## config.mk

```make
export PLATFORM = sky130hd
export DESIGN_NAME = pinbank_gpio
export DESIGN_NICKNAME = d
export VERILOG_FILES = /design/src/rtl/pinbank_gpio_pkg.sv /design/src/rtl/pinbank_sync.sv /design/src/rtl/pinbank_regs.sv /design/src/rtl/pinbank_chg_detect.sv /design/src/rtl/pinbank_gpio.sv
export SDC_FILE = /design/constraint.sdc
export NUM_CORES = 1
export LEC_CHECK = 0
export CAP_MARGIN = 20
export CELL_PAD_IN_SITES_DETAIL_PLACEMENT = 1
export CELL_PAD_IN_SITES_GLOBAL_PLACEMENT = 1
export CORE_ASPECT_RATIO = 1.5
export CORE_MARGIN = 2
export CORE_UTILIZATION = 36
export CTS_BUF_LIST = sky130_fd_sc_hd__clkbuf_8
export CTS_CLUSTER_DIAMETER = 200
export DETAILED_ROUTE_END_ITERATION = 7
export PLACE_DENSITY_LB_ADDON = 0.2
export SYNTH_ARGS = -nofsm -noshare
export SYNTH_HDL_FRONTEND = slang
export SYNTH_HIERARCHICAL = 1
export SYNTH_SLANG_ARGS = --single-unit
```

## constraint.sdc

```tcl
create_clock -name clk -period 2.51 [get_ports clk]
set_clock_uncertainty 0.05 [all_clocks]
set_input_delay 0.502 -clock clk [delete_from_list [all_inputs] [get_ports clk]]
set_output_delay 0.502 -clock clk [all_outputs]
set_load 0.02 [all_outputs]
```

## src/rtl/pinbank_gpio_pkg.sv

```systemverilog
// Package: shared types for the GPIO bank.
// Assumes: one register access at most per cycle.
package pinbank_gpio_pkg;
    typedef enum logic [1:0] {
        SEL_NONE = 2'd0,
        SEL_DIR  = 2'd1,
        SEL_DATA = 2'd2
    } reg_sel_e;
endpackage

```

## src/rtl/pinbank_sync.sv

```systemverilog
// Module: multi-stage synchroniser for a vector of asynchronous pins.
// Assumes: each bit is synchronised on its own. Bits that change together
// may land one cycle apart. STAGES >= 2.
module pinbank_sync #(
    parameter int WIDTH  = 24,
    parameter int STAGES = 2
) (
    input  logic             clk,
    input  logic             rst_n,
    input  logic [WIDTH-1:0] raw_in,
    output logic [WIDTH-1:0] sync_out
);
    localparam int LAST = STAGES - 1;

    logic [WIDTH-1:0] stg [STAGES];

    // First stage captures the raw pins.
    always_ff @(posedge clk) begin
        if (!rst_n) stg[0] <= '0;
        else        stg[0] <= raw_in;
    end

    // Later stages shift the sample along the chain.
    for (genvar i = 1; i < STAGES; i++) begin : g_stage
        always_ff @(posedge clk) begin
            if (!rst_n) stg[i] <= '0;
            else        stg[i] <= stg[i-1];
        end
    end

    assign sync_out = stg[LAST];
endmodule

```

## src/rtl/pinbank_regs.sv

```systemverilog
// Module: direction and output-value registers of the GPIO bank.
// Assumes: the enables come from an already decoded address and are never
// both high.
module pinbank_regs #(
    parameter int WIDTH  = 24,
    parameter int DATA_W = 32
) (
    input  logic              clk,
    input  logic              rst_n,
    input  logic              dir_we,
    input  logic              out_we,
    input  logic [DATA_W-1:0] wdata,
    output logic [WIDTH-1:0]  dir_q,
    output logic [WIDTH-1:0]  out_q
);
    // Direction register: reset to all inputs.
    always_ff @(posedge clk) begin
        if (!rst_n)      dir_q <= '0;
        else if (dir_we) dir_q <= wdata[WIDTH-1:0];
    end

    // Output-value register: reset to all zeros.
    always_ff @(posedge clk) begin
        if (!rst_n)      out_q <= '0;
        else if (out_we) out_q <= wdata[WIDTH-1:0];
    end

    assert_dir_write_R2: assert property (@(posedge clk) disable iff (!rst_n)
        dir_we |=> dir_q == $past(wdata[WIDTH-1:0]));

    assert_out_write_R3: assert property (@(posedge clk) disable iff (!rst_n)
        out_we |=> out_q == $past(wdata[WIDTH-1:0]));

    assert_out_hold_R3: assert property (@(posedge clk) disable iff (!rst_n)
        !out_we |=> $stable(out_q));
endmodule

```

## src/rtl/pinbank_chg_detect.sv

```systemverilog
// Module: edge detector over the synchronised inputs plus a sticky flag.
// Assumes: sync_val is already in the clock domain. Lines whose dir bit is
// 1 are ignored. When set and clear coincide, set wins.
module pinbank_chg_detect #(
    parameter int WIDTH = 24
) (
    input  logic             clk,
    input  logic             rst_n,
    input  logic [WIDTH-1:0] sync_val,
    input  logic [WIDTH-1:0] dir,
    input  logic             clr,
    output logic             flag
);
    logic [WIDTH-1:0] prev_q;
    logic [WIDTH-1:0] diff;
    logic             hit;

    // Keep last cycle's sample for comparison.
    always_ff @(posedge clk) begin
        if (!rst_n) prev_q <= '0;
        else        prev_q <= sync_val;
    end

    // Per-line change, masked to input lines.
    always_comb begin
        diff = (sync_val ^ prev_q) & ~dir;
        hit  = |diff;
    end

    // Sticky flag: set has priority over clear.
    always_ff @(posedge clk) begin
        if (!rst_n)   flag <= 1'b0;
        else if (hit) flag <= 1'b1;
        else if (clr) flag <= 1'b0;
    end

    assert_change_sets_R5: assert property (@(posedge clk) disable iff (!rst_n)
        (sync_val != prev_q) && ((sync_val ^ prev_q) & ~dir) != '0 |=> flag);

    assert_output_masked_R6: assert property (@(posedge clk) disable iff (!rst_n)
        !flag && ((sync_val ^ prev_q) & ~dir) == '0 |=> !flag);

    assert_sticky_R7: assert property (@(posedge clk) disable iff (!rst_n)
        flag && !clr |=> flag);

    assert_clear_R8: assert property (@(posedge clk) disable iff (!rst_n)
        clr && ((sync_val ^ prev_q) & ~dir) == '0 |=> !flag);

    assert_set_wins_R9: assert property (@(posedge clk) disable iff (!rst_n)
        clr && ((sync_val ^ prev_q) & ~dir) != '0 |=> flag);
endmodule

```

## src/rtl/pinbank_gpio.sv

```systemverilog
// Module: top of the GPIO bank. Decodes the two register addresses, forms
// the readback and ties the synchroniser, registers and detector together.
// Assumes: single-cycle strobes, combinational read data, one access per
// cycle. Reading the data register is the only way to clear the flag.
module pinbank_gpio #(
    parameter int          WIDTH     = 24,
    parameter int          ADDR_W    = 32,
    parameter int          DATA_W    = 32,
    parameter int          SYNC_STG  = 2,
    parameter logic [31:0] DIR_ADDR  = 32'hFA80_0000,
    parameter logic [31:0] DATA_ADDR = 32'hFA00_0000
) (
    input  logic              clk,
    input  logic              rst_n,
    input  logic              bus_wr,
    input  logic              bus_rd,
    input  logic [ADDR_W-1:0] bus_addr,
    input  logic [DATA_W-1:0] bus_wdata,
    output logic [DATA_W-1:0] bus_rdata,
    input  logic [WIDTH-1:0]  pin_in,
    output logic [WIDTH-1:0]  pin_oe,
    output logic [WIDTH-1:0]  pin_out,
    output logic              chg_flag
);
    import pinbank_gpio_pkg::*;

    reg_sel_e         sel;
    logic [WIDTH-1:0] dir_q;
    logic [WIDTH-1:0] out_q;
    logic [WIDTH-1:0] pin_sync;
    logic [WIDTH-1:0] view;
    logic             data_rd;

    // Address decode into a register select.
    always_comb begin
        if (bus_addr == DIR_ADDR[ADDR_W-1:0])       sel = SEL_DIR;
        else if (bus_addr == DATA_ADDR[ADDR_W-1:0]) sel = SEL_DATA;
        else                                        sel = SEL_NONE;
    end

    assign data_rd = bus_rd && (sel == SEL_DATA);

    pinbank_sync #(.WIDTH(WIDTH), .STAGES(SYNC_STG)) u_sync (
        .clk      (clk),
        .rst_n    (rst_n),
        .raw_in   (pin_in),
        .sync_out (pin_sync)
    );

    pinbank_regs #(.WIDTH(WIDTH), .DATA_W(DATA_W)) u_regs (
        .clk    (clk),
        .rst_n  (rst_n),
        .dir_we (bus_wr && (sel == SEL_DIR)),
        .out_we (bus_wr && (sel == SEL_DATA)),
        .wdata  (bus_wdata),
        .dir_q  (dir_q),
        .out_q  (out_q)
    );

    pinbank_chg_detect #(.WIDTH(WIDTH)) u_chg (
        .clk      (clk),
        .rst_n    (rst_n),
        .sync_val (pin_sync),
        .dir      (dir_q),
        .clr      (data_rd),
        .flag     (chg_flag)
    );

    // Line state: driven value for outputs, sampled pin for inputs.
    always_comb view = (dir_q & out_q) | (~dir_q & pin_sync);

    // Read data multiplexer, zero-extended.
    always_comb begin
        bus_rdata = '0;
        case (sel)
            SEL_DIR:  bus_rdata[WIDTH-1:0] = dir_q;
            SEL_DATA: bus_rdata[WIDTH-1:0] = view;
            default:  bus_rdata = '0;
        endcase
    end

    assign pin_oe  = dir_q;
    assign pin_out = out_q;

    assert_reset_state_R1: assert property (@(posedge clk)
        !rst_n |=> (pin_oe == '0) && (pin_out == '0) && !chg_flag);

    assert_oe_follows_R2: assert property (@(posedge clk) disable iff (!rst_n)
        bus_wr && (bus_addr == DIR_ADDR[ADDR_W-1:0])
        |=> pin_oe == $past(bus_wdata[WIDTH-1:0]));
endmodule

```

# After elaboration in Yosys (flattened, before gate mapping)
# Memory sizes are Yosys's and may differ from the RTL's.
# Index checks and enable logic that the tools add are counted.
[op_classes]
n_eq_ne = 4
muxes = 9
bitwise = 8
n_reduce_logical = 5
[ops]
columns = ["op", "n"]
rows = [
  ["$and A24 B24 Y24", 3],
  ["$eq A32 B32 Y1 const B", 2],
  ["$mux W24", 2],
  ["$pmux W24 S2", 1],
  ["$not A24 Y24", 1],
  ["$or A24 B24 Y24", 1],
  ["$reduce_or A24 Y1", 1],
  ["$xor A24 B24 Y24", 1],
  ["$mux W1", 4],
  ["$mux W2", 2],
  ["$logic_and A1 B1 Y1", 3],
  ["$eq A2 B1 Y1 const B", 1],
  ["$eq A2 B2 Y1 const B", 1],
  ["$or A1 B1 Y1", 2],
  ["$reduce_bool A2 Y1", 1],
]
[word_totals]
ff_bits = 73
ramBits = 48
in_bits = 92
output_inout_bits = 81
wordCells = 31
mem_count = 1
[memory_table]
columns = ["name", "words", "width", "rd", "rd_ports_with_merged_regs", "write_ports", "line_no", "rtl"]
rows = [
  ["u_sync.stg", 2, 24, 2, 0, 2, "pinbank_sync.sv:15", "logic [WIDTH-1:0] stg [STAGES];"],
]

# Depth between registers and ports, before layout
[logic_depth]
depth_word = 7
depth_mapped = 8
depth_no_buf = 6

# Modules after synthesis
# Netlist, hierarchy kept.
[by_module_without_submodules]
columns = ["module", "n_inst", "cells_per_inst", "area_per_inst_um2", "seq_area_each_um2"]
rows = [
  ["pinbank_regs", 1, 155, 1866.8, 960.9],
  ["pinbank_sync", 1, 101, 1331.3, 960.9],
  ["pinbank_chg_detect", 1, 95, 996.0, 500.5],
  ["pinbank_gpio", 1, 107, 865.8, 0.0],
]

# Worst setup path before layout
# No wires, ideal clock.
[synth_timing]
kind = "input to output"
startpoint = "in bus_addr[4]"
endpoint = "out bus_rdata[0]"
t_arrival_ns = 1.643
t_required_ns = 1.958
slack_ns = 0.315
cell_stages = 3
path_cell_list = "nor4_2 -> nand4_2 -> a211oi_1"
[synth_between]
elab_chain_len = 5
elab_cells_between_ends = 7
[synth_rtl]
columns = ["element", "line_no", "rtl"]
rows = [
  ["start: declaration", "pinbank_gpio.sv:17", "input logic [ADDR_W-1:0] bus_addr,"],
  ["$eq A32 B32 Y1", "pinbank_gpio.sv:37", "else if (bus_addr == DATA_ADDR[ADDR_W-1:0]) sel = SEL_DATA;"],
  ["$mux W2", "pinbank_gpio.sv:37", ""],
  ["$mux W2 *", "pinbank_gpio.sv:36", "if (bus_addr == DIR_ADDR[ADDR_W-1:0]) sel = SEL_DIR;"],
  ["$eq A2 B2 Y1 / $eq A2 B1 Y1 (equally long branches)", "pinbank_gpio.sv:75", "case (sel)"],
  ["$pmux W24 S2 *", "pinbank_gpio.sv:75", ""],
  ["end: declaration", "pinbank_gpio.sv:19", "output logic [DATA_W-1:0] bus_rdata,"],
]
# Every way passes the cells marked *; elsewhere a longest branch is shown, timed or not.

# Worst setup path after layout
[layout_timing]
startpoint = "in bus_addr[10]"
endpoint = "out bus_rdata[23]"
# Same word-level chain as after synthesis.

==> summary.md <==
| Metric | Value |
|---|---|
| Overflow after GRT | 0 |
| Core area | ~14000 sq um |
| Synth top area share | 0.479 |
| Static leakage | 0.00269 uW |
| Synth cell types | 32 |
| Placed cell count | 777 |
| Filler cells | 1479 |
| Longest Clk Path Bufs | 2 |
| Synth-to-Final Area Change | 47.8% |
| HP Class | reg -> reg |
| Peak supply drop | 0.322 mV |
| Critical path type | in -> out |
| IO buf count | 156 |
| Worst EP arrival | 1.94 ns |
| 1st-iter DRT viols | 103 |
| Fmax | roughly 400 MHz |
| Critical Path Source Type | input port |
| Total wire length | 15600 microns |
| Ratio of cells with drive above 1 in the final layout | 0.292 |
| Synth warnings | 6 |
| Root buffer cell | clkbuf_8 |
| Max-cap violations | 0 |
| Area contributors post-synth | dfxtp_1, mux2i_1, and2_1, nor2b_1, a211oi_2 |
| Final setup viols | 0 |
| First-pass GRT wire length | 23800 microns |
| Routed len/inst | roughly 19 microns |
| Mapped Area | 5060 sq um |
| Starting density of the core | 0.365 |
| Largest net degree at the start of global routing | between 70 and 80 |
| Clk Latency, worst-skew pair | between 0.4 and 0.5 ns |
| Chip width | 101 microns |
| Pwr Density | approximately 540 nW/um^2 |
| Cell type with the highest aggregate area in the netlist | dfxtp_1 |
| Crit path required time | between 1.5 and 2 ns |
| GPL Wtd Cong | 0.766 |
| Die area | 15000 sq um |
| Total global-route track usage | 0.210 |
| DRC violations left | 0 |
| Final min period | 2.49 ns |
| Syn_area_per_cell | 11.0 sq um |
| Worst-path clk slew | 0.07 ns |
| Synth Instances | 458 |
| CTS Hold Bufs | 0 |
| Final ANT Viol Nets | 0 |
| Nets@finish | 740 |
| Vias per cell | 4.88 |
| Nature of the critical path endpoint | primary output |
| # clock sinks | 121 |
| Vias | 4034 |
| Number of detailed-route iterations in the first pass | 4 |
| Non-filler cells, final | 826 |
| Synth Register Bits | 121 |
| Final count of hold timing violations | 0 |
| CP Max Fanout | 6 |
| Status | finished clean |
| Detailed placement HPWL | between 9000 and 10000 microns |
| Cts bufs inserted | 17 |
| Htree depth | 4 |
| Rows | 53 |
| Die height | 149 microns |
| Inserted Diodes | 0 |
| Slew Viols, Final | 0 |
| Vias in the first global route | 4383 |
| Setup_tns | 0 ns |
| Seq/Total Area, Yosys | 0.479 |
| CTS tree | built |
| Share of the clock period used by the worst path after layout | 0.992 |
| Io pins | 173 |
| Initial antenna violation count | 0 |
[cells in the mapped netlist]
library cell,instances
nor2_1,2
and3_1,1
or3b_1,4
and4b_1,1
clkbuf_1,9
a211oi_2,19
a31oi_1,1
nand4_2,2
o22ai_1,11
or3b_2,19
buf_4,9
nor4_1,4
buf_2,4
o22ai_2,1
xnor2_1,24
a211oi_1,5
nand2_1,2
nor3_1,1
or4_1,1
nor4_2,5
nor3_2,2
dfxtp_1,121
buf_12,4
inv_1,4
conb_1,1
clkbuf_2,2
nor2b_1,48
mux2i_1,48
and2_1,51
and2_2,21
buf_6,7
o21ai_0,24
[cells in the final DEF, fill, tap and decap left out, drive strengths merged, types with 2 or more instances in the layout]
master	instances
inv	4
clkdlybuf4s50	99
nor2b	48
or3b	23
nor3	3
and2	72
nor2	2
conb	8
xnor2	24
clkdlybuf4s15	6
clkinvlp	4
clkinv	6
dlygate4sd2	10
o21ai	24
clkbuf	33
bufinv	2
a211oi	24
mux2i	48
nand2	2
buf	71
o22ai	12
nand4	2
dfxtp	121
nor4	9
[per-layer routing]
metal	vias to the layer above	share of wire	track usage
met1	1944	0.39	0.244
li1	1929	-	-
met3	27	0.057	0.0436
met4	0	0.026	0.0911
met2	134	0.53	0.368
met5	-	0	0
[flip-flops by register name, summed over array words and instances (netlist names)]
register / count
u_sync/stg: 48
u_regs/out_q: 24
u_chg/prev_q: 24
u_regs/dir_q: 24
u_chg/flag: 1
[path summary, 6_finish.rpt]
path,slack (ns),end,cells past startpoint,start
worst min register to register,0.39,u_sync/stg[1][10]$_SDFF_PN0_,1,u_sync/stg[0][10]$_SDFF_PN0_
worst min-delay path,0.39,u_sync/stg[1][10]$_SDFF_PN0_,1,u_sync/stg[0][10]$_SDFF_PN0_
worst max-delay path,0.02,bus_rdata[23],8,bus_addr[10]
worst max register to register,0.88,u_chg/flag$_SDFFE_PN0P_,5,u_sync/stg[1][8]$_SDFF_PN0_
[critical path: stages]
cell and delay (ns):
dlygate4sd2_1 0.26, nor4_4 0.20, nand4_4 0.16, buf_12 0.17, buf_16 0.13, buf_12 0.14
a211oi_2 0.20, buf_4 0.18
[what timing repair did]
action | 4_1_cts | 5_1_grt
resized for setup | 189 | 34
setup buffers | 6 | 8
pin swaps | 28 | 18
gates cloned | 5 | 0
setup endpoints to repair | 24 | 24
[logic make-up after synthesis]
| group | Yosys count | share of synthesized area |
|---|---|---|
| AO/OA/AOI/OAI | 61 | 0.0955 |
| XOR/XNOR | 24 | 0.0415 |
| buffers and inverters | 39 | 0.0603 |
| flip-flops | 121 | 0.479 |
| multiplexers | 48 | 0.0950 |
| other | 1 | 0.000741 |
| AND/OR/NAND/NOR | 164 | 0.228 |
[area by class of cell]
| type | instances | area [sq um] | area share |
|---|---|---|---|
| Clock inverter | 12 | 124 | 0.0166 |
| Timing Repair Buffer | 199 | 1950 | 0.261 |
| Sequential cell | 121 | 2420 | 0.324 |
| Multi-Input combinational cell | 305 | 2480 | 0.332 |
| Tap cell | 165 | 206 | 0.0276 |
| Clock buffer | 20 | 275 | 0.0368 |
| Inverter | 4 | 15.0 | 0.00201 |
[metrics by stage]
step	setup slack (ns)	util	power [uW]	hold slack [ns]	area, sq um
after floorplan	0.315	-	2170	0.362	5090
after global placement	-0.547	0.494	2350	0.366	6850
after detailed placement	-0.611	0.494	2350	0.379	6850
after CTS	0.00432	0.540	4080	0.393	7480
after global routing	-0.0164	0.539	4210	0.412	7480
final	0.0210	0.539	4020	0.390	7480
[where the power goes]
part	switching [uW]	total, uW	internal [uW]	leakage (uW)
Clock	769	1720	952	0.000196
Sequential	23.9	1990	1970	0.000987
Combinational	128	311	183	0.00150
Total	921	4020	3100	0.00269
Note: power is estimated with default switching activity, not from simulation.
